===== src/rtl/gpio_port_pkg.sv =====
// Shared constants and types for the GPIO port.
// Assumes byte addressing with 32-bit words; offsets are exact byte addresses.
package gpio_port_pkg;

    localparam int unsigned OFS_DATA = 32'h00;
    localparam int unsigned OFS_SET  = 32'h04;
    localparam int unsigned OFS_CLR  = 32'h08;
    localparam int unsigned OFS_TGL  = 32'h0C;
    localparam int unsigned OFS_IN   = 32'h10;
    localparam int unsigned OFS_DIR  = 32'h14;

    // One-hot-ish strobes produced by the register decoder.
    typedef struct packed {
        logic data_wr;
        logic set_wr;
        logic clr_wr;
        logic tgl_wr;
        logic dir_wr;
        logic rd_en;
        logic rd_data;
        logic rd_in;
        logic rd_dir;
    } gpio_sel_t;

endpackage


===== src/rtl/gpio_reg_decode.sv =====
// Register address decoder.
// Turns one request (valid/write/addr) into write and read strobes.
// Assumes an exact byte-address match; misaligned or unmapped addresses hit nothing.
module gpio_reg_decode
    import gpio_port_pkg::*;
#(
    parameter int unsigned ADDR_W = 8
) (
    input  logic              valid,
    input  logic              write,
    input  logic [ADDR_W-1:0] addr,
    output gpio_sel_t         sel
);

    localparam logic [ADDR_W-1:0] A_DATA = ADDR_W'(OFS_DATA);
    localparam logic [ADDR_W-1:0] A_SET  = ADDR_W'(OFS_SET);
    localparam logic [ADDR_W-1:0] A_CLR  = ADDR_W'(OFS_CLR);
    localparam logic [ADDR_W-1:0] A_TGL  = ADDR_W'(OFS_TGL);
    localparam logic [ADDR_W-1:0] A_IN   = ADDR_W'(OFS_IN);
    localparam logic [ADDR_W-1:0] A_DIR  = ADDR_W'(OFS_DIR);

    logic wr_req;
    logic rd_req;

    // Split the request into its read and write halves.
    always_comb begin
        wr_req = valid && write;
        rd_req = valid && !write;
    end

    // Match the address against each register offset.
    always_comb begin
        sel         = '0;
        sel.data_wr = wr_req && (addr == A_DATA);
        sel.set_wr  = wr_req && (addr == A_SET);
        sel.clr_wr  = wr_req && (addr == A_CLR);
        sel.tgl_wr  = wr_req && (addr == A_TGL);
        sel.dir_wr  = wr_req && (addr == A_DIR);
        sel.rd_en   = rd_req;
        sel.rd_data = rd_req && (addr == A_DATA);
        sel.rd_in   = rd_req && (addr == A_IN);
        sel.rd_dir  = rd_req && (addr == A_DIR);
    end

endmodule


===== src/rtl/gpio_out_latch.sv =====
// Output data latch with whole-word load and bitwise set, clear and invert.
// Assumes at most one of the write strobes is active per cycle (the decoder ensures it).
module gpio_out_latch #(
    parameter int unsigned NPINS = 32
) (
    input  logic             clk,
    input  logic             rst_n,
    input  logic             load,
    input  logic             set_bits,
    input  logic             clr_bits,
    input  logic             inv_bits,
    input  logic [NPINS-1:0] wdata,
    output logic [NPINS-1:0] q
);

    // Update the latch from whichever write strobe is active.
    always_ff @(posedge clk) begin
        if (!rst_n) begin
            q <= '0;
        end else if (load) begin
            q <= wdata;
        end else if (set_bits) begin
            q <= q | wdata;
        end else if (clr_bits) begin
            q <= q & ~wdata;
        end else if (inv_bits) begin
            q <= q ^ wdata;
        end
    end

endmodule


===== src/rtl/gpio_dir_reg.sv =====
// Per-pin direction register; bit 1 = output, bit 0 = input.
// Assumes a whole-word write; resets to all inputs.
module gpio_dir_reg #(
    parameter int unsigned NPINS = 32
) (
    input  logic             clk,
    input  logic             rst_n,
    input  logic             load,
    input  logic [NPINS-1:0] wdata,
    output logic [NPINS-1:0] q
);

    // Load the direction word on a write, clear it on reset.
    always_ff @(posedge clk) begin
        if (!rst_n) begin
            q <= '0;
        end else if (load) begin
            q <= wdata;
        end
    end

endmodule


===== src/rtl/gpio_in_sync.sv =====
// Multi-flop synchronizer for the asynchronous pad inputs.
// Assumes STAGES >= 2; each pin is synchronized on its own (no word coherency).
module gpio_in_sync #(
    parameter int unsigned NPINS  = 32,
    parameter int unsigned STAGES = 2
) (
    input  logic             clk,
    input  logic             rst_n,
    input  logic [NPINS-1:0] d,
    output logic [NPINS-1:0] q
);

    logic [NPINS-1:0] chain [STAGES];

    // First stage samples the raw pad levels.
    always_ff @(posedge clk) begin
        if (!rst_n) begin
            chain[0] <= '0;
        end else begin
            chain[0] <= d;
        end
    end

    for (genvar s = 1; s < STAGES; s++) begin : g_stage
        // Each later stage re-samples the one before it.
        always_ff @(posedge clk) begin
            if (!rst_n) begin
                chain[s] <= '0;
            end else begin
                chain[s] <= chain[s-1];
            end
        end
    end

    assign q = chain[STAGES-1];

endmodule


===== src/rtl/gpio_port.sv =====
// 32-pin GPIO port top: register decode, output latch, direction, input sync, pad drive.
// Assumes a single-cycle request port; read data is registered and held between reads.
module gpio_port
    import gpio_port_pkg::*;
#(
    parameter int unsigned NPINS       = 32,
    parameter int unsigned ADDR_W      = 8,
    parameter int unsigned SYNC_STAGES = 2
) (
    input  logic              clk,
    input  logic              rst_n,
    input  logic              reg_valid,
    input  logic              reg_write,
    input  logic [ADDR_W-1:0] reg_addr,
    input  logic [NPINS-1:0]  reg_wdata,
    output logic [NPINS-1:0]  reg_rdata,
    input  logic [NPINS-1:0]  pin_in,
    output logic [NPINS-1:0]  pin_out,
    output logic [NPINS-1:0]  pin_oe
);

    gpio_sel_t        sel;
    logic [NPINS-1:0] latch_q;
    logic [NPINS-1:0] dir_q;
    logic [NPINS-1:0] in_q;
    logic [NPINS-1:0] rd_mux;

    gpio_reg_decode #(.ADDR_W(ADDR_W)) u_decode (
        .valid (reg_valid),
        .write (reg_write),
        .addr  (reg_addr),
        .sel   (sel)
    );

    gpio_out_latch #(.NPINS(NPINS)) u_latch (
        .clk      (clk),
        .rst_n    (rst_n),
        .load     (sel.data_wr),
        .set_bits (sel.set_wr),
        .clr_bits (sel.clr_wr),
        .inv_bits (sel.tgl_wr),
        .wdata    (reg_wdata),
        .q        (latch_q)
    );

    gpio_dir_reg #(.NPINS(NPINS)) u_dir (
        .clk   (clk),
        .rst_n (rst_n),
        .load  (sel.dir_wr),
        .wdata (reg_wdata),
        .q     (dir_q)
    );

    gpio_in_sync #(.NPINS(NPINS), .STAGES(SYNC_STAGES)) u_sync (
        .clk   (clk),
        .rst_n (rst_n),
        .d     (pin_in),
        .q     (in_q)
    );

    // Select the word a read returns; aliases and unmapped offsets give zero.
    always_comb begin
        rd_mux = '0;
        if (sel.rd_data) begin
            rd_mux = latch_q;
        end else if (sel.rd_in) begin
            rd_mux = in_q;
        end else if (sel.rd_dir) begin
            rd_mux = dir_q;
        end
    end

    // Register read data on each read and hold it otherwise.
    always_ff @(posedge clk) begin
        if (!rst_n) begin
            reg_rdata <= '0;
        end else if (sel.rd_en) begin
            reg_rdata <= rd_mux;
        end
    end

    // Drive the pads straight from the latch and direction register.
    always_comb begin
        pin_out = latch_q;
        pin_oe  = dir_q;
    end

endmodule


===== config.mk =====
export PLATFORM = sky130hd
export DESIGN_NAME = gpio_port
export DESIGN_NICKNAME = d
export VERILOG_FILES = /design/src/rtl/gpio_port_pkg.sv /design/src/rtl/gpio_reg_decode.sv /design/src/rtl/gpio_out_latch.sv /design/src/rtl/gpio_dir_reg.sv /design/src/rtl/gpio_in_sync.sv /design/src/rtl/gpio_port.sv
export SDC_FILE = /design/constraint.sdc
export NUM_CORES = 1
export LEC_CHECK = 0
export ABC_AREA = 1
export BUFFER_PORTS_ARGS = -buffer_cell sky130_fd_sc_hd__buf_2
export CORE_ASPECT_RATIO = 1.4
export CORE_MARGIN = 2
export CORE_UTILIZATION = 35
export DETAILED_ROUTE_END_ITERATION = 7
export SYNTH_ARGS = -nofsm -noshare
export SYNTH_HDL_FRONTEND = slang
export SYNTH_SLANG_ARGS = --single-unit
export TNS_END_PERCENT = 1

===== constraint.sdc =====
create_clock -name clk -period 1.5 [get_ports clk]
set_input_delay 0.15 -clock clk [delete_from_list [all_inputs] [get_ports clk]]
set_output_delay 0.15 -clock clk [all_outputs]
set_load 0.005 [all_outputs]

; ---- Yosys cells after proc, flatten, opt, wreduce, memory -nomap -nowiden
; Memories as Yosys holds them, arrays and structs flattened.
; Index checks and enable logic that the tools add are counted.
; Widths: inputs -> output; s select.
[word_totals]
output_inout_bits = 96
mem_count = 1
ram_bits = 64
ff_bits = 96
[classes]
n_reduce_logical = 13
n_bitwise = 6
mux = 11
n_eq_ne = 5
[mem_list]
columns = memory, words, width, rd, rd_clocked_by_memory_dff, write_ports, line
row1 = u_sync.chain, 2, 32, 2, 0, 2, gpio_in_sync.sv:13  ; logic [NPINS-1:0] chain [STAGES];
[op_table]
columns = cell, n
row1 = $mux 32, 9
row2 = $and 32x32->32, 1
row3 = $not 32->32, 1
row4 = $or 32x32->32, 1
row5 = $xor 32x32->32, 1
row6 = $eq 8x4->1 const B, 2
row7 = $eq 8x5->1 const B, 2
row8 = $logic_and 1x1->1, 10
row9 = $eq 8x3->1 const B, 1
row10 = $logic_not 8->1, 1
row11 = $reduce_bool 4->1, 1
row12 = $mux 1, 2
row13 = $or 1x1->1, 2
row14 = $logic_not 1->1, 1

; ---- Logic depth before layout (Yosys ltp)
; Gate-level depths: netlist of run 1.
[depth]
ltp_word = 6
depth_mapped = 11
depth_no_buf = 10

; ---- Cells and area by module
; Synthesis of run 1 repeated with hierarchy kept, for this count alone.
[hier_totals]
hier_cells = 1325
hier_area_um2 = 8876.0
[modules_own_cells]
columns = mod, cells_each, area_each_um2, seq_area_each_um2, instances
row1 = gpio_out_latch, 579, 3458.3, 640.6, 1
row2 = gpio_port, 317, 2095.8, 640.6, 1
row3 = gpio_in_sync, 199, 1840.5, 1281.2, 1
row4 = gpio_dir_reg, 202, 1335.0, 640.6, 1
row5 = gpio_reg_decode, 28, 146.4, 0.0, 1

; ---- Worst setup path before layout of run 1
; No wires, ideal clock.
[synth_timing]
kind = input port to flip-flop
start = in reg_addr[5]
end = reg u_latch.q[22]
arrival_ps = 1157
stages = 10
path_slack_ps = 211
n_path_buf = 2
cell_sequence = nor2_1 > nand2_2 > inv_2 > buf_4 > nand3_2 > buf_2 > nand3_1 > nand2_1 > nand2_1 > a21oi_2
[synth_between]
elab_chain_cells = 5
word_cells_on_any_way = 12
[synth_lines]
columns = item, line
row1 = "start, declared", gpio_port.sv:14  ; input logic [ADDR_W-1:0] reg_addr,
row2 = $eq 8x4->1, gpio_reg_decode.sv:36  ; sel.clr_wr = wr_req && (addr == A_CLR);
row3 = $logic_and 1x1->1, gpio_reg_decode.sv:36
row4 = $mux 32, gpio_out_latch.sv:24  ; end else if (clr_bits) begin
row5 = $mux 32, gpio_out_latch.sv:22  ; end else if (set_bits) begin
row6 = $mux 32, gpio_out_latch.sv:20  ; end else if (load) begin
row7 = "end signal, assigned", gpio_out_latch.sv:21  ; q <= wdata;
row8 = "end signal, assigned", gpio_out_latch.sv:23  ; q <= q | wdata;
row9 = "end signal, assigned", gpio_out_latch.sv:25  ; q <= q & ~wdata;
row10 = "end, declared", gpio_out_latch.sv:13  ; output logic [NPINS-1:0] q
; Parallel ways exist; a longest one is shown, timed or not.
; A chain may end at the register's enable or synchronous reset.

; ---- Final worst setup path of run 1
[layout_timing]
start = reg u_latch.q[25]
end = reg u_latch.q[25]
[layout_between]
elab_chain_cells = 5
word_cells_on_any_way = 7
[layout_lines]
columns = item, line
row1 = $xor 32x32->32, gpio_out_latch.sv:27  ; q <= q ^ wdata;
row2 = $mux 32, gpio_out_latch.sv:26  ; end else if (inv_bits) begin
row3 = $mux 32, gpio_out_latch.sv:24
row4 = $mux 32 (*), gpio_out_latch.sv:22
row5 = $mux 32 (*), gpio_out_latch.sv:20
; Every way passes the cells marked *; elsewhere a longest branch is shown, timed or not. The select of a mux whose other input is x is not followed.

==> impl_summary.log, run 1 <==
[metrics] outcome: completed
[metrics] Post-Syn Area: 8600 um2
[metrics] Via-to-Cell Ratio: between 4 and 5
[metrics] fraction of registers with async set or reset after synthesis: 0%
[metrics] via count of the first global-routing pass: 7919
[metrics] CP Max Fanout: 5
[metrics] largest cells by area after synthesis: sky130_fd_sc_hd__dfxtp_1 (37%), sky130_fd_sc_hd__nand2_1 (13%), sky130_fd_sc_hd__inv_1 (11%), sky130_fd_sc_hd__ha_1 (9.3%), sky130_fd_sc_hd__nand3_1 (6.9%)
[metrics] min cycle time layout: 1260 ps
[metrics] critical path start-end classification: reg2reg
[metrics] post-cts hold buffer count: 32
[metrics] clock slew at reported path FFs: roughly 70 ps
[metrics] total DRC errors in the routed layout: 0
[metrics] antenna violations before repair: 0
[metrics] area overhead of the layout relative to synthesis: 27.9%
[metrics] unrepaired setup endpoints after global routing: false
[metrics] biggest cell delay along the critical path: 450 ps
[metrics] Min-Delay Path Class: in2reg
[metrics] switching component of the power: between 2 and 2.5 mW
[metrics] Core ar.: 24100 um2
[metrics] sw frac: 23.6%
[metrics] Worst Hold Slack: roughly 13 ps
[metrics] Seq/Total Area, Yosys: between 30% and 40%
[metrics] yosys synthesis warning count: 0
[metrics] Max Clock Skew: slightly below 8 ps
[metrics] Worst Path Required: 1830 ps
[metrics] share of post-route cells with drive strength above 1: approximately 21%
[metrics] number of nets with antenna violations after detailed routing: 0
[metrics] count of routing violations after the opening detailed-route iteration: between 300 and 400
[metrics] Final period util: 83.7%
[metrics] max-cap viol count: 0
[metrics] Max Root-Sink Buffers: 2
[metrics] total grt overflow: 0
[metrics] wire length of the first global-routing pass: about 40000 um
[metrics] sum of net half-perimeters after detailed placement: 16900 um
[metrics] hold violation count in the final report: 0
[metrics] starting utilization of the core area: 35.7%
[metrics] worst max-slew margin expressed relative to the limit: about three fifths
[metrics] VDD IR max: between 600 and 700 uV
[metrics] Worst Setup End Kind: register
[metrics] Die Footprint: 25800 um2
[metrics] worst-skew pair later-pin latency: between 400 and 500 ps
[metrics] CP Launch Type: register
[metrics] Post-layout nets: 1611
[metrics] synth cell count leaders: sky130_fd_sc_hd__nand2_1 (297), sky130_fd_sc_hd__inv_1 (263), sky130_fd_sc_hd__dfxtp_1 (160)
[metrics] Final Routed Wirelength: between 20000 and 25000 um
[metrics] number of iterations in the first detailed-routing pass: 4
[metrics] IO buf count: around 170
[metrics] synthesized netlist cell count: approximately 1300
[metrics] Worst Path Arrival: between 1500 and 2000 ps
[metrics] most frequent cell after synthesis: sky130_fd_sc_hd__nand2_1
[metrics] buffers inserted during post-CTS setup optimization: 0
[metrics] TritonCTS Sinks: 160
[metrics] transition at the pin with the smallest max-transition slack: slightly below 600 ps
[metrics] Combinational Power Share: ~7.5%
[metrics] Slew Viols, Final: 0
[metrics] cells along the critical path: inv_1 > ha_1 > inv_1 > nand2_1 > o21ai_0 > nand2_1 > nand2_1 > a21oi_1
[metrics] static leakage: ~5.9 nW
[metrics] Post-CTS Resized: 0
[metrics] Cell Rows: between 60 and 70
[metrics] number of flops mapped to enable cells by yosys: 0
[metrics] die width: approximately 140 um
[metrics] crit-path most repeated cell: sky130_fd_sc_hd__nand2_1
[metrics] cell internal power dissipation: 7.38 mW
[metrics] number of nets in the synthesized netlist: approximately 1400
[metrics] Buffers & Inverters on Critical Path: 2
[metrics] gpl congestion: between 0.8 and 0.9
[metrics] number of buffers inserted during clock tree synthesis: 17
[metrics] Pwr Density: between 800 and 900 nW/um2
[metrics] biggest area consumer among synthesized cells: sky130_fd_sc_hd__dfxtp_1
[metrics] pin count of the biggest net entering global routing: 70
[metrics] total number of vias: 8291
[metrics] share of power burned in registers: around 45%
[metrics] FMAX: 796 MHz
[metrics] deepest level of the CTS H-tree: 4
[metrics] kind of cell adding the most delay to the critical path: flip-flops
[metrics] clock root buffer: sky130_fd_sc_hd__clkbuf_16
[metrics] highest-delay cell along the critical path: sky130_fd_sc_hd__dfxtp_1
[metrics] die boundary height: between 150 and 200 um
[metrics] total power of the final layout: between 9 and 10 mW
[metrics] number of flip-flops and latches in the synthesized netlist: 160
[metrics] count of endpoints failing setup in the final report: 0
[metrics] number of distinct library cells after synthesis: 26
[metrics] fraction of post-synthesis cell area in the top cell type by area: 37.3%
[metrics] dominant register cell in the synthesized netlist: sky130_fd_sc_hd__dfxtp_1
[metrics] combined global-route utilization of all metal layers: about a fifth
[metrics] Clk network pwr share: 47.5%
[metrics] clock tree from TritonCTS: done
[metrics] ports placed on the boundary: approximately 170
[metrics] mean instance size in the synthesized netlist: slightly below 7 um2
[metrics] mean routed wirelength per cell: approximately 14 um
## final timing paths
kind / from / end / slack, ps / cells after the start
setup / recovery: u_latch.q[25]$_SDFFE_PN0P_ / u_latch.q[25]$_SDFFE_PN0P_ / 240 / 8
hold / removal: reg_wdata[27] / u_dir.q[27]$_SDFFE_PN0P_ / 10 / 3
setup reg to reg: u_latch.q[25]$_SDFFE_PN0P_ / u_latch.q[25]$_SDFFE_PN0P_ / 240 / 8
hold reg to reg: u_sync.chain[0][23]$_SDFF_PN0_ / u_sync.chain[1][23]$_SDFF_PN0_ / 410 / 2
## power groups by stage
stage	clock network, mW	registers [mW]	logic [mW]
6_report	4.59	4.36	0.723
5_1_grt	4.85	4.36	0.823
4_1_cts	4.70	4.35	0.734
3_5_place_dp	0	4.45	0.668
3_3_place_gp	0	4.45	0.656
2_1_floorplan	0	4.45	0.377
## cells by family (layout without fill, tap and decap cells)
kind of cell             count (synthesis)  after routing  synth area share (%)
AND/OR/NAND/NOR                        548            548                  27.0
buffers and inverters                  360            569                  16.7
flip-flops                             160            160                  37.3
AO/OA/AOI/OAI                          143            143                  9.64
adder cells (fa/ha/maj)                 64             64                  9.32
other                                    0              1                     0
## stage by stage
stage / setup TNS [ps] / utilization (%) / cells / worst slack, ps / area, um2
3_5_place_dp: -136 / 41.8 / 1730 / -36.7 / 10100
2_1_floorplan: 0 / - / 1275 / 211 / 8600
6_report: 0 / 45.7 / 1795 / 244 / 11000
3_3_place_gp: 0 / 41.8 / 1730 / 7.99 / 10100
5_1_grt: 0 / 45.7 / 1794 / 98.7 / 11000
4_1_cts: 0 / 45.7 / 1794 / 214 / 11000
## tightest hold or removal path: stages
cell	delay, ps
sky130_fd_sc_hd__buf_2	70
sky130_fd_sc_hd__inv_1	70
sky130_fd_sc_hd__a21oi_1	120
## state kept, by name (all words and copies together) (netlist names)
register / flops
u_sync.chain: 64
reg_rdata: 32
u_latch.q: 32
u_dir.q: 32
## layout make-up
class / count / area [um2]
fill: 2443 / 13100
antenna: 1 / 2.50
timing repair buffer: 245 / 1690
inverter: 292 / 1100
clock buffer: 20 / 467
clock inverter: 12 / 158
multi-input combinational: 755 / 3990
tap: 310 / 388
sequential: 160 / 3200
## routing by layer
metal / up-vias / part of all wire (%) / global-route usage, % / wire length [um]
li1: 4250 / - / - / -
met1: 3825 / 42 / 23.4 / 10500
met2: 181 / 52 / 35.4 / 12900
met3: 35 / 4.4 / 3.94 / 1100
met4: 0 / 2.1 / 7.01 / 513
met5: - / 0 / 0 / 0
## cell usage in the layout, fill, tap and decap left out
cell                            count
sky130_fd_sc_hd__clkbuf_8           3
sky130_fd_sc_hd__nor3b_4            1
sky130_fd_sc_hd__a21oi_2            3
sky130_fd_sc_hd__nand3_1          119
sky130_fd_sc_hd__o21ai_1            6
sky130_fd_sc_hd__nand2_4            1
sky130_fd_sc_hd__buf_12            16
sky130_fd_sc_hd__ha_1              64
sky130_fd_sc_hd__buf_2            170
sky130_fd_sc_hd__nor2_4             8
sky130_fd_sc_hd__dfxtp_1          160
sky130_fd_sc_hd__buf_4             27
sky130_fd_sc_hd__nor2_2             2
sky130_fd_sc_hd__a21oi_1           66
sky130_fd_sc_hd__inv_2             25
sky130_fd_sc_hd__o2111ai_1         27
sky130_fd_sc_hd__dlygate4sd3_1     32
sky130_fd_sc_hd__nand2_1          297
sky130_fd_sc_hd__clkinv_1           4
sky130_fd_sc_hd__nand3_2            4
sky130_fd_sc_hd__nand2_2           17
sky130_fd_sc_hd__nor2_1            99
sky130_fd_sc_hd__clkinv_4           5
sky130_fd_sc_hd__o21ai_0           41
sky130_fd_sc_hd__diode_2            1
sky130_fd_sc_hd__inv_6              1
sky130_fd_sc_hd__bufinv_16          3
sky130_fd_sc_hd__inv_1            263
sky130_fd_sc_hd__clkinv_2           3
sky130_fd_sc_hd__clkbuf_16         17
Power figures use the tool's default switching activity.
==> inputs of run 2 (changes only) <==
--- a/config.mk
+++ b/config.mk
@@ -5,7 +5,7 @@
 export SDC_FILE = /design/constraint.sdc
 export NUM_CORES = 1
 export LEC_CHECK = 0
-export ABC_AREA = 1
+export ABC_AREA = 0
 export BUFFER_PORTS_ARGS = -buffer_cell sky130_fd_sc_hd__buf_2
 export CORE_ASPECT_RATIO = 1.4
 export CORE_MARGIN = 2
==> constraint.sdc (replaced) <==
create_clock -name clk -period 1.27 [get_ports clk]
set_input_delay 0.127 -clock clk [delete_from_list [all_inputs] [get_ports clk]]
set_output_delay 0.127 -clock clk [all_outputs]
set_load 0.005 [all_outputs]
==> run 2 against run 1 <==
Against the previous run: the flow now finishes with violations (setup timing); sequential share of layout area decreased by 1.7 points; cell count decreased by 13%; power increased by 23%; clock skew increased by 8.4 ps; setup slack got worse by 370 ps; flip-flop and latch count unchanged; largest power group unchanged; sequential power increased by 18%; hold slack improved by 0.97 ps; largest cell class unchanged.
==> impl_summary.log, run 2 <==
[metrics] total grt overflow: 0 (unchanged)
[metrics] die boundary height: 188 um (-0.84%)
[metrics] Placed Cells incl. Taps: 1477 (-15%)
[metrics] post-route setup slack: -130 ps (-374 ps)
[metrics] antenna violations before repair: 0 (unchanged)
[metrics] transition at the pin with the smallest max-transition slack: 842 ps (+249 ps)
[metrics] unrepaired setup endpoints after global routing: true
[metrics] main combinational cell family by area after synthesis: compound AO/OA/AOI/OAI gates
[metrics] top register by number of flip-flops: u_sync.chain
[metrics] multiplexer share of the synthesized area: 8.32% (+8.3 points)
[metrics] clock slew at reported path FFs: 60 ps (about the same)
[metrics] share of the synthesized netlist area taken by xor and xnor gates: 0% (unchanged)
[metrics] hold violation count in the final report: 0 (unchanged)
[metrics] Pwr Density: 1020 nW/um2 (+16%)
[metrics] share of post-route cells with drive strength above 1: 26.7% (+6.1 points)
[metrics] Worst Setup End Kind: register
[metrics] wire length of the first global-routing pass: 41500 um (+3.1%)
[metrics] Worst Path Required: 1610 ps (-220 ps)
[metrics] Post-Syn Area: 8450 um2 (-1.7%)
[metrics] Min-Delay Path Class: in2reg
[metrics] number of nets with antenna violations after detailed routing: 0 (unchanged)
[metrics] leading cell types in the layout, fill and taps excluded: sky130_fd_sc_hd__nand2_1 (176), sky130_fd_sc_hd__buf_2 (168), sky130_fd_sc_hd__dfxtp_1 (155)
[metrics] outcome: finished with violations
[metrics] synthesized netlist cell count: 976 (-23%)
[metrics] flip-flop count of the largest register after layout: 64 (unchanged)
[metrics] number of nets in the synthesized netlist: 1116 (-21%)
[metrics] FMAX: 715 MHz
[metrics] worst max-slew margin expressed relative to the limit: 43.7% (-17 points)
[metrics] largest cells by area after synthesis: sky130_fd_sc_hd__dfxtp_1 (38%), sky130_fd_sc_hd__ha_1 (9.5%), sky130_fd_sc_hd__nand2_1 (7.8%), sky130_fd_sc_hd__mux2i_1 (7.0%), sky130_fd_sc_hd__and2_1 (4.8%)
[metrics] ant diodes: 0 (-1)
[metrics] mean routed wirelength per cell: 17.0 um (+22%)
[metrics] deepest level of the CTS H-tree: 4 (unchanged)
[metrics] starting utilization of the core area: 35.5% (-0.24 points)
[metrics] share of synthesized cell area in full adder, half adder and majority cells: 9.48% (+0.16 points)
[metrics] Max Root-Sink Buffers: 2 (unchanged)
[metrics] pin count of the biggest net entering global routing: 61 (-13%)
[metrics] static leakage: 5.26 nW (-11%)
[metrics] IO buf count: 171 (unchanged)
[metrics] min cycle time layout: between 1000 and 1500 ps
[metrics] sum of net half-perimeters after detailed placement: 17800 um (+5.3%)
[metrics] Max Clock Skew: 16.4 ps (+8.43 ps)
[metrics] fraction of post-synthesis cell area in the top cell type by area: 37.9% (+0.65 points)
[metrics] number of buffers inserted during clock tree synthesis: 17 (unchanged)
[metrics] gpl congestion: 0.797 (-0.98%)
[metrics] yosys synthesis warning count: 0 (unchanged)
[metrics] Detail Route met3 WL: 1230 um (+11%)
[metrics] max-cap viol count: 0 (unchanged)
[metrics] Final Routed Wirelength: 26700 um (+6.7%)
[metrics] count of endpoints failing setup in the final report: 46 (+46)
[metrics] area overhead of the layout relative to synthesis: 38.6%
[metrics] mean instance size in the synthesized netlist: 8.66 um2 (+28%)
[metrics] number of flops mapped to enable cells by yosys: 0 (unchanged)
[metrics] most frequent cell after synthesis: sky130_fd_sc_hd__nand2_1
[metrics] number of iterations in the first detailed-routing pass: 6 (+2)
[metrics] Via-to-Cell Ratio: 5.07 (+9.7%)
[metrics] TritonCTS Sinks: 160 (unchanged)
[metrics] number of flip-flops and latches in the synthesized netlist: 160 (unchanged)
[metrics] top layer in use: met4
[metrics] Post-layout nets: 1385 (-14%)
[metrics] area fraction in and, or, nand and nor cells after synthesis: 16.5% (-11 points)
[metrics] via count of the first global-routing pass: 8031 (+1.4%)
[metrics] die width: 135 um (-0.84%)
[metrics] biggest area consumer among synthesized cells: sky130_fd_sc_hd__dfxtp_1
[metrics] Finished Layout Cells: 1568 (-13%)
[metrics] Cell Rows: 67 (unchanged)
[metrics] Core ar.: 23800 um2 (-1.0%)
[metrics] total DRC errors in the routed layout: 0 (unchanged)
[metrics] synth cell count leaders: sky130_fd_sc_hd__nand2_1 (176), sky130_fd_sc_hd__dfxtp_1 (160), sky130_fd_sc_hd__inv_1 (70)
[metrics] count of routing violations after the opening detailed-route iteration: 442 (+40%)
[metrics] number of distinct library cells after synthesis: 32 (+23%)
[metrics] fraction of registers with async set or reset after synthesis: 0% (unchanged)
[metrics] total number of vias: 7943 (-4.2%)
[metrics] CP Max Fanout: 13 (+8)
[metrics] Worst Path Arrival: 1740 ps (+150 ps)
[metrics] most common cell after layout, fill and taps aside: sky130_fd_sc_hd__nand2_1
[metrics] critical path start-end classification: in2reg
[metrics] ports placed on the boundary: 172 (unchanged)
[metrics] clock tree from TritonCTS: done
[metrics] Die Footprint: 25400 um2 (-1.7%)
[metrics] clock root buffer: sky130_fd_sc_hd__clkbuf_16
[metrics] failing checks: setup timing
[metrics] Final period util: 110%
[metrics] VDD IR max: 919 uV (+48%)
[metrics] Slew Viols, Final: 0 (unchanged)
[metrics] combined global-route utilization of all metal layers: 20.9% (+0.98 points)
[metrics] CP Launch Type: input pin
[metrics] routed metal-1 wire length: 11000 um (+5.1%)
[metrics] post-placement worst setup slack: -737 ps (-700 ps)
[metrics] dominant register cell in the synthesized netlist: sky130_fd_sc_hd__dfxtp_1
[metrics] wire length on met2: 13700 um (+6.2%)
[metrics] total negative slack for setup checks: -3420 ps (-3420 ps)
[metrics] Seq/Total Area, Yosys: 37.9% (+0.65 points)
[metrics] compound-cell area share of the yosys netlist: 20.6% (+11 points)
[metrics] worst-skew pair later-pin latency: 450 ps (about the same)
run 2: changes by cell type after synthesis, moves of 26 or more:
cell	change
sky130_fd_sc_hd__nor2_1	-55
sky130_fd_sc_hd__nand3_1	-119
sky130_fd_sc_hd__a21oi_1	-57
sky130_fd_sc_hd__mux2i_1	+59
sky130_fd_sc_hd__a21boi_0	+43
sky130_fd_sc_hd__a31oi_1	+26
sky130_fd_sc_hd__and2_1	+65
sky130_fd_sc_hd__nand2_1	-121
sky130_fd_sc_hd__clkbuf_1	+36
sky130_fd_sc_hd__o2111ai_1	-27
sky130_fd_sc_hd__inv_1	-193
sky130_fd_sc_hd__o22a_1	+26
sky130_fd_sc_hd__a32o_1	+26
run 2: report_power, final:
part | switching, mW | internal [mW] | total (mW)
logic | 0.623 | 0.633 | 1.26
clock network | 2.11 | 3.41 | 5.52
registers | 0.0251 | 5.12 | 5.14
total | 2.76 | 9.16 | 11.9
run 2: worst max-delay path: stages:
cell and delay [ps]:
sky130_fd_sc_hd__buf_2 110, sky130_fd_sc_hd__or3_4 410, sky130_fd_sc_hd__or4_4 500, sky130_fd_sc_hd__buf_12 190, sky130_fd_sc_hd__o22a_1 180, sky130_fd_sc_hd__a32o_1 220
run 2: final cells by class:
class / count / area [um2]
Multi-Input combinational cell: 668 / 4750
Clock inverter: 8 / 153
Tap cell: 310 / 388
Timing Repair Buffer: 328 / 2470
Inverter: 70 / 263
Sequential cell: 160 / 3210
Fill cell: 2284 / 12100
Clock buffer: 24 / 472
run 2: worst paths after layout:
kind	cells past startpoint	slack, ps	to	start
setup / recovery	6	-130	u_latch.q[9]$_SDFFE_PN0P_	reg_addr[7]
hold / removal	3	10	u_dir.q[13]$_SDFFE_PN0P_	reg_wdata[13]
setup reg to reg	5	-100	u_latch.q[6]$_SDFFE_PN0P_	u_latch.q[6]$_SDFFE_PN0P_
hold reg to reg	1	430	u_sync.chain[1][4]$_SDFF_PN0_	u_sync.chain[0][4]$_SDFF_PN0_
run 2: through the flow:
step                hold slack (ps)  power (mW)  utilization, %  instance area [um2]
floorplan                       254        5.86               -                 8450
global placement                332        6.35            43.4                10300
detailed placement              335        6.36            43.4                10300
CTS                           0.835        12.0            48.6                11600
global route                   20.9        12.3            49.2                11700
finish                         13.8        11.9            49.2                11700
run 2: routing by layer:
layer  vias to the layer above  GRT usage (%)
met4                         0           8.41
met2                       211           37.3
met1                      3806           24.3
met3                        41           3.89
li1                       3885              -
met5                         -              0
run 2: what timing repair did:
| item | in CTS | in global routing |
|---|---|---|
| cloned | 2 | 3 |
| hold buffers | 51 | 0 |
| setup buffers | 2 | 1 |
| setup endpoints to repair | 90 | 90 |
| hold endpoints to repair | 51 | 0 |
| pin swaps | 24 | 11 |
| gates resized for setup | 12 | 38 |
run 2: cell families (layout without fill, tap and decap cells):
kind of cell / after synthesis / in the layout
flops: 160 / 160
simple gates: 308 / 308
compound gates: 232 / 232
buf+inv: 148 / 430
fa+ha+maj: 64 / 64
mux: 64 / 64
==> inputs of run 3 (changes only) <==
--- a/config.mk
+++ b/config.mk
@@ -6,7 +6,7 @@
 export NUM_CORES = 1
 export LEC_CHECK = 0
 export ABC_AREA = 0
-export BUFFER_PORTS_ARGS = -buffer_cell sky130_fd_sc_hd__buf_2
+export BUFFER_PORTS_ARGS = -buffer_cell sky130_fd_sc_hd__clkbuf_2
 export CORE_ASPECT_RATIO = 1.4
 export CORE_MARGIN = 2
 export CORE_UTILIZATION = 35
==> constraint.sdc (replaced) <==
create_clock -name clk -period 1.3 [get_ports clk]
set_input_delay 0.13 -clock clk [delete_from_list [all_inputs] [get_ports clk]]
set_output_delay 0.13 -clock clk [all_outputs]
set_load 0.005 [all_outputs]
==> run 3 against run 2 <==
Against the previous run: the flow still finishes with violations (setup timing); flip-flop and latch count unchanged; critical endpoint is now u_latch.q[5]$_SDFFE_PN0P_; register-to-register slack better by 20 ps; routed wire length down 1.4%; clock power about the same; cell count down 0.32%; first-iteration DRC count down 7.2%.
==> impl_summary.log, run 3 (synthesis results as in run 2) <==
[metrics] slack of the worst reg-to-reg path: -80 ps (+20 ps)
[metrics] Global Route met1 Usage: 24.1% (-0.17 points)
[metrics] Global Route met2 Usage: 37.3% (+0.039 points)
[metrics] CP Max Fanout: 9 (-4)
[metrics] pin count of the biggest net entering global routing: 66 (+8.2%)
[metrics] number of iterations in the first detailed-routing pass: 8 (+2)
[metrics] worst-skew pair later-pin latency: 440 ps (about the same)
[metrics] Filler cells: 2265 (-0.83%)
[metrics] post-placement worst setup slack: -664 ps (+73.3 ps)
[metrics] total negative slack for setup checks: -1960 ps (+1460 ps)
[metrics] Worst Path Arrival: 1710 ps (-30 ps)
[metrics] clock slew at reported path FFs: 70 ps (about the same)
[metrics] leading cell types in the layout, fill and taps excluded: sky130_fd_sc_hd__nand2_1 (176), sky130_fd_sc_hd__clkbuf_2 (170), sky130_fd_sc_hd__dfxtp_1 (155)
[metrics] number of nets with antenna violations after detailed routing: 0 (unchanged)
[metrics] Min-Delay Path Class: in2reg
[metrics] start point of the worst min-delay path: reg_wdata[10]
[metrics] total power of the final layout: 11.7 mW (-1.5%)
[metrics] storage element area: 3210 um2 (unchanged)
[metrics] TritonCTS Sinks: 160 (unchanged)
[metrics] combined global-route utilization of all metal layers: 20.9% (+0.022 points)
[metrics] kind of cell adding the most delay to the critical path: simple AND/OR/NAND/NOR gates
[metrics] worst reg2reg path startpoint: u_latch.q[20]$_SDFFE_PN0P_
[metrics] share of post-route cells with drive strength above 1: 27.0% (+0.27 points)
[metrics] via count of the first global-routing pass: 7931 (-1.2%)
[metrics] hold violation count in the final report: 0 (unchanged)
[metrics] Worst Path Required: 1630 ps (+20 ps)
[metrics] Max Root-Sink Buffers: 2 (unchanged)
[metrics] die boundary height: 188 um (unchanged)
[metrics] layer with the highest usage after global routing: met2
[metrics] wire length of the first global-routing pass: 41700 um (+0.41%)
[metrics] FMAX: ~720 MHz
[metrics] outcome: finished with violations
[metrics] Buffers & Inverters on Critical Path: 2 (unchanged)
[metrics] total number of vias: 7905 (-0.48%)
[metrics] min cycle time layout: roughly 1400 ps
[metrics] transition at the pin with the smallest max-transition slack: 866 ps (+23.9 ps)
[metrics] count of endpoints failing setup in the final report: 38 (-17%)
[metrics] most common cell after layout, fill and taps aside: sky130_fd_sc_hd__nand2_1
[metrics] hold-critical path depth: 4 (+1)
[metrics] VDD IR max: 946 uV (+2.9%)
[metrics] Cell Rows: 67 (unchanged)
[metrics] number of buffers inserted during clock tree synthesis: 17 (unchanged)
[metrics] Reg2Reg Depth: 5 (unchanged)
[metrics] Post-layout nets: 1380 (-0.36%)
[metrics] flip-flop count of the largest register after layout: 64 (unchanged)
[metrics] cells along the critical path: clkbuf_2 > or3_4 > or4_4 > buf_12 > o22a_1 > a32o_1
[metrics] Endpoint, Worst Hold: u_dir.q[10]$_SDFFE_PN0P_
[metrics] static leakage: 5.14 nW (-2.3%)
[metrics] max-cap viol count: 0 (unchanged)
[metrics] top register by number of flip-flops: u_sync.chain
[metrics] area overhead of the layout relative to synthesis: 37.7%
[metrics] Final Routed Wirelength: 26300 um (-1.4%)
[metrics] post-route setup slack: -82.6 ps (+47.0 ps)
[metrics] biggest cell delay along the critical path: 500 ps (about the same)
[metrics] IO buf count: 171 (unchanged)
[metrics] destination of the worst register-to-register timing path: u_latch.q[20]$_SDFFE_PN0P_
[metrics] highest-delay cell along the critical path: sky130_fd_sc_hd__or4_4
[metrics] gpl congestion: 0.768 (-3.6%)
[metrics] cell area reported after detailed placement: 10300 um2 (-0.29%)
[metrics] unrepaired setup endpoints after global routing: true
[metrics] starting utilization of the core area: 35.5% (unchanged)
[metrics] Final period util: 106%
[metrics] area of the multi-input gates: 4760 um2 (+0.16%)
[metrics] GR Util met3: 4.14% (+0.24 points)
[metrics] ant diodes: 0 (unchanged)
[metrics] Max Clock Skew: 7.79 ps (-8.58 ps)
[metrics] Slew Viols, Final: 0 (unchanged)
[metrics] failing checks: setup timing
[metrics] Pwr Density: 1010 nW/um2 (-0.83%)
[metrics] critical path start-end classification: in2reg
[metrics] clock tree from TritonCTS: done
[metrics] total DRC errors in the routed layout: 0 (unchanged)
[metrics] die width: 135 um (unchanged)
[metrics] CP Launch Type: input pin
[metrics] sum of net half-perimeters after detailed placement: 18400 um (+3.0%)
[metrics] ports placed on the boundary: 172 (unchanged)
[metrics] deepest level of the CTS H-tree: 4 (unchanged)
[metrics] count of routing violations after the opening detailed-route iteration: 410 (-7.2%)
[metrics] Core ar.: 23800 um2 (unchanged)
[metrics] total grt overflow: 0 (unchanged)
[metrics] worst max-slew margin expressed relative to the limit: 42.1% (-1.6 points)
[metrics] Worst Setup End Kind: register
[metrics] antenna violations before repair: 0 (unchanged)
[metrics] Die Footprint: 25400 um2 (unchanged)
[metrics] post-route design area: 11600 um2 (-0.66%)
[metrics] Via-to-Cell Ratio: 5.06 (-0.16%)
[metrics] clock root buffer: sky130_fd_sc_hd__clkbuf_16
[metrics] mean routed wirelength per cell: 16.8 um (-1.1%)
-- run 3: worst max path at each step --
stage	start	to	slack [ps]	depth (start not counted)
3_5_place_dp	reg_addr[5]	u_latch.q[24]$_SDFFE_PN0P_	-660	7
4_1_cts	reg_addr[3]	u_dir.q[23]$_SDFFE_PN0P_	-80	6
2_1_floorplan	reg_addr[5]	u_latch.q[11]$_SDFFE_PN0P_	-600	7
3_3_place_gp	reg_addr[5]	u_latch.q[24]$_SDFFE_PN0P_	-640	6
5_1_grt	reg_addr[2]	u_latch.q[5]$_SDFFE_PN0P_	-130	7
6_report	reg_addr[5]	u_latch.q[5]$_SDFFE_PN0P_	-80	6
-- run 3: per-layer routing --
| layer | wire length [um] | part of all wire [%] |
|---|---|---|
| met1 | 10800 | 41 |
| met2 | 13700 | 52 |
| met3 | 1080 | 4.1 |
| met4 | 746 | 2.8 |
| met5 | 0 | 0 |
-- run 3: through the flow --
step	std cells	utilization [%]	hold slack, ps
3_5_place_dp	1478	43.3	338
6_report	1563	48.8	64.9
5_1_grt	1563	48.8	65.8
3_3_place_gp	1478	43.3	338
4_1_cts	1563	48.7	51.0
2_1_floorplan	976	-	257
-- run 3: worst reg2reg max path: cells and delay by family (launching register included) --
| kind | cells | cell delay [ps] |
|---|---|---|
| adder cells (fa/ha/maj) | 1 | 160 |
| buffers and inverters | 1 | 130 |
| flip-flops | 1 | 320 |
| multiplexers | 1 | 470 |
| AND/OR/NAND/NOR | 2 | 190 |
-- run 3: repair_timing --
item | 4_1_cts | 5_1_grt
pin swaps | 27 | 11
buffers inserted | 1 | 0
resized for setup | 26 | 35
endpoints found under the setup margin | 89 | 90
hold buffers | 51 | 0
cloned | 1 | 0
hold endpoints to repair | 51 | 0
-- run 3: final cells by class --
type	count	share of cell area, %
inverters	70	2.26
clock inverters	11	1.53
repair buffers	323	20.4
clock buffers	21	3.96
well taps	310	3.34
multi-input cells	668	40.9
flip-flops and latches	160	27.6
-- run 3: where the power goes --
group          internal, mW  leakage (nW)  switching, mW  total, mW
sequential             5.00          1.31         0.0253       5.03
combinational         0.610          3.53          0.615       1.22
clock                  3.34         0.301           2.16       5.49
